--- src/rtl/vga_sync_pkg.sv ---
package vga_sync_pkg;
  // default 640x480 raster, 25 MHz pixel clock
  localparam int unsigned H_VIS_DEF  = 640;
  localparam int unsigned H_FP_DEF   = 16;
  localparam int unsigned H_SYNC_DEF = 96;
  localparam int unsigned H_BP_DEF   = 48;
  localparam int unsigned V_VIS_DEF  = 480;
  localparam int unsigned V_FP_DEF   = 10;
  localparam int unsigned V_SYNC_DEF = 2;
  localparam int unsigned V_BP_DEF   = 29;
  localparam int unsigned COL_W_DEF  = 10;
  localparam int unsigned ROW_W_DEF  = 9;

  function automatic int unsigned axis_total(int unsigned vis, int unsigned fp,
                                             int unsigned sync, int unsigned bp);
    return vis + fp + sync + bp;
  endfunction
endpackage

--- src/rtl/vga_mod_counter.sv ---
module vga_mod_counter #(
  parameter int unsigned MAX = 800,
  parameter int unsigned W   = $clog2(MAX)
) (
  input  logic         clk_i,
  input  logic         rst_ni,
  input  logic         en_i,
  output logic [W-1:0] cnt_o,
  output logic         last_o
);
  logic [W-1:0] cnt_q;

  assign last_o = (cnt_q == W'(MAX - 1));
  assign cnt_o  = cnt_q;

  always_ff @(posedge clk_i or negedge rst_ni) begin
    if (!rst_ni)   cnt_q <= '0;
    else if (en_i) cnt_q <= last_o ? '0 : cnt_q + 1'b1;
  end
endmodule

--- src/rtl/vga_sr_flop.sv ---
module vga_sr_flop (
  input  logic clk_i,
  input  logic rst_ni,
  input  logic en_i,
  input  logic set_i,
  input  logic clr_i,
  output logic q_o
);
  logic q_q;

  assign q_o = q_q;

  // set wins over clear
  always_ff @(posedge clk_i or negedge rst_ni) begin
    if (!rst_ni)   q_q <= 1'b0;
    else if (en_i) begin
      if (set_i)      q_q <= 1'b1;
      else if (clr_i) q_q <= 1'b0;
    end
  end
endmodule

--- src/rtl/vga_window.sv ---
module vga_window #(
  parameter int unsigned START = 144,
  parameter int unsigned LEN   = 640,
  parameter int unsigned CW    = 10,
  parameter int unsigned OW    = 10
) (
  input  logic [CW-1:0] cnt_i,
  output logic          in_o,
  output logic [OW-1:0] off_o
);
  localparam logic [CW:0] LO = (CW+1)'(START);
  localparam logic [CW:0] HI = (CW+1)'(START + LEN);

  logic [CW-1:0] diff;

  assign in_o  = ({1'b0, cnt_i} >= LO) && ({1'b0, cnt_i} < HI);
  assign diff  = cnt_i - CW'(START);
  assign off_o = in_o ? OW'(diff) : '0;
endmodule

--- src/rtl/vga_sync_gen.sv ---
module vga_sync_gen
  import vga_sync_pkg::*;
#(
  parameter int unsigned H_VIS  = H_VIS_DEF,
  parameter int unsigned H_FP   = H_FP_DEF,
  parameter int unsigned H_SYNC = H_SYNC_DEF,
  parameter int unsigned H_BP   = H_BP_DEF,
  parameter int unsigned V_VIS  = V_VIS_DEF,
  parameter int unsigned V_FP   = V_FP_DEF,
  parameter int unsigned V_SYNC = V_SYNC_DEF,
  parameter int unsigned V_BP   = V_BP_DEF,
  parameter int unsigned COL_W  = COL_W_DEF,
  parameter int unsigned ROW_W  = ROW_W_DEF
) (
  input  logic             clk_i,
  input  logic             rst_ni,
  output logic             hsync_no,
  output logic             vsync_no,
  output logic             active_o,
  output logic [COL_W-1:0] col_o,
  output logic [ROW_W-1:0] row_o
);
  localparam int unsigned H_TOTAL = axis_total(H_VIS, H_FP, H_SYNC, H_BP);
  localparam int unsigned V_TOTAL = axis_total(V_VIS, V_FP, V_SYNC, V_BP);
  localparam int unsigned HCW     = $clog2(H_TOTAL);
  localparam int unsigned VCW     = $clog2(V_TOTAL);

  logic [HCW-1:0]   hcnt;
  logic [VCW-1:0]   vcnt;
  logic             h_last, v_last;
  logic             line_start;
  logic             hs_q, vs_q;
  logic             h_in, v_in;
  logic [COL_W-1:0] h_off;
  logic [ROW_W-1:0] v_off;
  logic             active_q;
  logic [COL_W-1:0] col_q;
  logic [ROW_W-1:0] row_q;

  vga_mod_counter #(.MAX(H_TOTAL), .W(HCW)) u_hcnt (
    .clk_i, .rst_ni, .en_i(1'b1), .cnt_o(hcnt), .last_o(h_last)
  );

  // line advance on horizontal wrap, the same event that sets hsync
  vga_mod_counter #(.MAX(V_TOTAL), .W(VCW)) u_vcnt (
    .clk_i, .rst_ni, .en_i(h_last), .cnt_o(vcnt), .last_o(v_last)
  );

  assign line_start = (hcnt == '0);

  vga_sr_flop u_hs (
    .clk_i, .rst_ni, .en_i(1'b1),
    .set_i(line_start), .clr_i(hcnt == HCW'(H_SYNC)), .q_o(hs_q)
  );

  vga_sr_flop u_vs (
    .clk_i, .rst_ni, .en_i(line_start),
    .set_i(vcnt == '0), .clr_i(vcnt == VCW'(V_SYNC)), .q_o(vs_q)
  );

  vga_window #(.START(H_SYNC + H_BP), .LEN(H_VIS), .CW(HCW), .OW(COL_W)) u_hwin (
    .cnt_i(hcnt), .in_o(h_in), .off_o(h_off)
  );

  vga_window #(.START(V_SYNC + V_BP), .LEN(V_VIS), .CW(VCW), .OW(ROW_W)) u_vwin (
    .cnt_i(vcnt), .in_o(v_in), .off_o(v_off)
  );

  // registered to line up with the sync flops
  always_ff @(posedge clk_i or negedge rst_ni) begin
    if (!rst_ni) begin
      active_q <= 1'b0;
      col_q    <= '0;
      row_q    <= '0;
    end else begin
      active_q <= h_in & v_in;
      col_q    <= (h_in & v_in) ? h_off : '0;
      row_q    <= (h_in & v_in) ? v_off : '0;
    end
  end

  assign hsync_no = ~hs_q;
  assign vsync_no = ~vs_q;
  assign active_o = active_q;
  assign col_o    = col_q;
  assign row_o    = row_q;

  logic unused_v_last;
  assign unused_v_last = v_last;
endmodule

--- config.mk ---
export PLATFORM = sky130hd
export DESIGN_NAME = vga_sync_gen
export DESIGN_NICKNAME = d
export VERILOG_FILES = /design/src/rtl/vga_sync_pkg.sv /design/src/rtl/vga_mod_counter.sv /design/src/rtl/vga_sr_flop.sv /design/src/rtl/vga_window.sv /design/src/rtl/vga_sync_gen.sv
export SDC_FILE = /design/constraint.sdc
export NUM_CORES = 1
export LEC_CHECK = 0
export ABC_AREA = 1
export CORE_MARGIN = 2
export CORE_UTILIZATION = 58
export CTS_CLUSTER_DIAMETER = 80
export DETAILED_ROUTE_END_ITERATION = 6
export DONT_BUFFER_PORTS = 1
export PLACE_DENSITY = 0.79
export SLEW_MARGIN = 20
export SYNTH_ARGS = -nofsm -noshare
export SYNTH_HDL_FRONTEND = slang
export SYNTH_SLANG_ARGS = --single-unit
--- constraint.sdc ---
create_clock -name clk_i -period 2.04 [get_ports clk_i]
set_input_delay 0 -clock clk_i [delete_from_list [all_inputs] [get_ports clk_i]]
set_output_delay 0 -clock clk_i [all_outputs]
set_load 0.05 [all_outputs]
==> summary.txt <==
Synth
  – XOR/XNOR Fraction of Synth Area: 5.53%
  – Synth Area in Compound Gates: 3.44%
  – Top cells by area, synth: dfrtp_1, nand2_1, ha_1, inv_1, xor2_1
  – Share of the synthesized area in the top cell type: 47.4%
  – Post-synthesis mux area share: 0%
  – Top post-synthesis cells by count: nand2_1, dfrtp_1, inv_1
  – Seq/Total Area, Yosys: 47.4%
  – Mapped Nets: 264
  – #FFs+latches synth: 42
  – FFs w/ async S/R, synth: 100%
  – Post-synthesis simple-gate area fraction: between 30% and 40%
  – Number of flops mapped to enable cells by yosys: 0
  – Main combinational cell family by area after synthesis: simple AND/OR/NAND/NOR gates
  – Distinct cells, synth: 28
  – Synth warn: 0
  – Synth Cell Area: 0.00222 mm^2
  – Top_reg_cell synth: dfrtp_1
  – Most common cell in the netlist: nand2_1
  – Synth area leader: dfrtp_1
  – Synthesized netlist cell count: roughly 250
  – Adder-cell area share of the yosys netlist: 5.64%
  – Mean Syn Cell Area: 8.80 um^2

Routing
  – DR vias: 1549
  – DRC viols: 0
  – Vias per cell: around 5
  – Post-DRT Antenna Nets: 0
  – Routed WL per cell: 12.7 um
  – Drt pass-1 iters: 4
  – Iteration-0 DRC count of the detailed router: 104
  – Routed WL: approximately 3900 um

Run status
  – Status: complete, no violations

Floorplan
  – # rows: 22
  – Top Ports: 24
  – Die W: 65.8 um
  – Core Area: roughly 0.0037 mm^2
  – Die Outline Area: 0.00433 mm^2
  – Die Y: 65.8 um
  – Initial Utilization: 60.6%

Final layout
  – Layout area overhead: 7.45%
  – Final net count: 272
  – Area of the multi-input gates: 992 um^2
  – Final non-filler cell total: 309
  – FF/Latch Area: between 0.001 and 0.0015 mm^2
  – Share of layout cells above drive strength 1: 18.0%
  – Number of filler cells placed in the layout: about 290
  – N_diodes: 0

Timing
  – Worst-margin pin slew: 458 ps
  – Worst hold slack: 185 ps
  – Setup violations, final: 0
  – RSZ-0062 raised after global routing: no
  – Worst Skew: 4.40 ps
  – Final hold violations: 0
  – TNS Setup: 0 ps
  – Fmax: 585 MHz
  – Max-slew violation count: 0
  – Slew margin rel.: 69.5%
  – Tmin final: around 1700 ps
  – Fin crit share: 83.7%

Power and ir drop
  – Clock share of power: 39.0%
  – Sw Ratio: 20.6%
  – Sw Pwr: 288 uW
  – Leakage Power: 1.20 nW
  – P_int: 1.11 mW
  – Worst vdd ir: 0.423 mV
  – Sequential Power Share: 59.5%
  – Combinational cell fraction of total power: 1.5%
  – Pwr per Cell Area: 587 mW/mm^2

Place
  – Cells after DPL: 299
  – Placer Congestion: 0.879
  – I/O Buffers: 0
  – DP HPWL: 2770 um

GRT
  – First-pass GRT wire length: slightly below 7000 um
  – GR Overflow Total: 0
  – Initial antenna violation count: 0
  – GRT Total Usage: 21.4%
  – Largest net degree at the start of global routing: 43
  – Vias in the first global route: 1489

Clock network
  – Clk buf depth: 2
  – Hold_buf cts: 2
  – CTS buffer count: 5
  – Postcts setup bufs: 0
  – Worst-path clk slew: roughly 80 ps
  – H-tree levels: 2
  – Worst skew pair latency: 290 ps
  – Root Buffer: clkbuf_8
  – # resized after CTS: 0
  – Clock Sinks: 42
  – TritonCTS clock tree: yes

Critical path
  – Crit Path Max Fanout: 14
  – Crit Path Class: reg2reg
  – Startpoint Class: flip-flop
  – WP data arrival: 1880 ps
  – Worst Setup End Kind: flip-flop
  – Critical Path RT: 2220 ps
  – Reg-to-reg slack, setup: 330 ps

Job
  – Max cap viols: 0

Worst hold path
  – Hold crit path type: in2async
per-layer routing:
layer	up-vias	track usage (%)	routed length (um)
li1	788	-	-
met1	726	29.9	1870
met2	27	31.9	1810
met3	8	4.60	166
met4	0	9.38	75
met5	-	0	0
power groups by stage:
stage	sequential (mW)	clock [mW]	combinational (mW)
after floorplan	0.849	0	0.000000581
after global placement	0.849	0	0.000000574
after detailed placement	0.849	0	0.000000574
after CTS	0.832	0.563	0.0231
after global routing	0.832	0.592	0.0256
final	0.832	0.545	0.0211
final cells by class:
class	count	share of cell area (%)
clock inverter	1	0.210
tap	48	2.52
multi-input combinational	171	41.6
timing repair buffer	6	2.52
clock buffer	7	3.62
sequential	42	44.1
inverter	34	5.36
sequential cells by signal (all words and copies together) (netlist names):
signal,cells
u_hs.q_o,1
u_hcnt.cnt_o,10
row_o,9
u_vs.q_o,1
active_o,1
col_o,10
u_vcnt.cnt_o,10
through the flow:
stage,setup slack [ps],total power [mW],util (%),area [um^2]
floorplan,567,0.849,-,2220
global placement,371,0.849,61.8,2260
detailed placement,332,0.849,61.8,2260
CTS,320,1.42,65.1,2380
global route,172,1.45,65.1,2380
finish,332,1.40,65.1,2380
worst max-delay path, cell delays in order, from the launching register on:
cell and delay (ps):
dfrtp_1 480, inv_1 180, ha_1 230, nand2_1 80
a21oi_1 110, o21ai_0 110, nand3_2 90, buf_4 260
nor2_2 60
logic make-up after synthesis:
group | after synthesis
simple gates | 133
flops | 42
buf+inv | 39
compound gates | 14
xor+xnor | 14
fa+ha+maj | 10
worst paths after layout:
kind | from | endpoint | cells past startpoint
max | u_hcnt.cnt_o[4]$_DFF_PN0_ | col_o[4]$_DFF_PN0_ | 8
min | rst_ni | u_hcnt.cnt_o[0]$_DFF_PN0_ | 2
max reg2reg | u_hcnt.cnt_o[4]$_DFF_PN0_ | col_o[4]$_DFF_PN0_ | 8
min reg2reg | u_vs.q_o$_DFFE_PN0P_ | u_vs.q_o$_DFFE_PN0P_ | 2
max in group asynchronous | rst_ni | u_vcnt.cnt_o[5]$_DFFE_PN0N_ | 2
min in group clk_i | u_vs.q_o$_DFFE_PN0P_ | u_vs.q_o$_DFFE_PN0P_ | 2
cells in the final DEF (no fill, tap or decap):
master,instances
nand4_1,2
nand3_1,14
o21bai_1,1
o21ai_0,5
nor3_4,1
nor3b_1,1
clkinv_2,1
clkbuf_1,1
nor2_1,21
dfrtp_1,42
nor3_2,1
nor2_4,4
and3_1,1
clkbuf_8,6
or2_2,1
nand2_2,4
nor2_2,17
buf_12,1
dlygate4sd3_1,1
nor3_1,9
nand2_1,53
ha_1,10
buf_4,4
o21ai_1,4
xnor2_1,1
xor2_1,13
nand3_2,4
a21oi_1,3
o21ai_2,1
inv_2,2
inv_1,32
No activity file was read; power rests on OpenSTA's default activity.
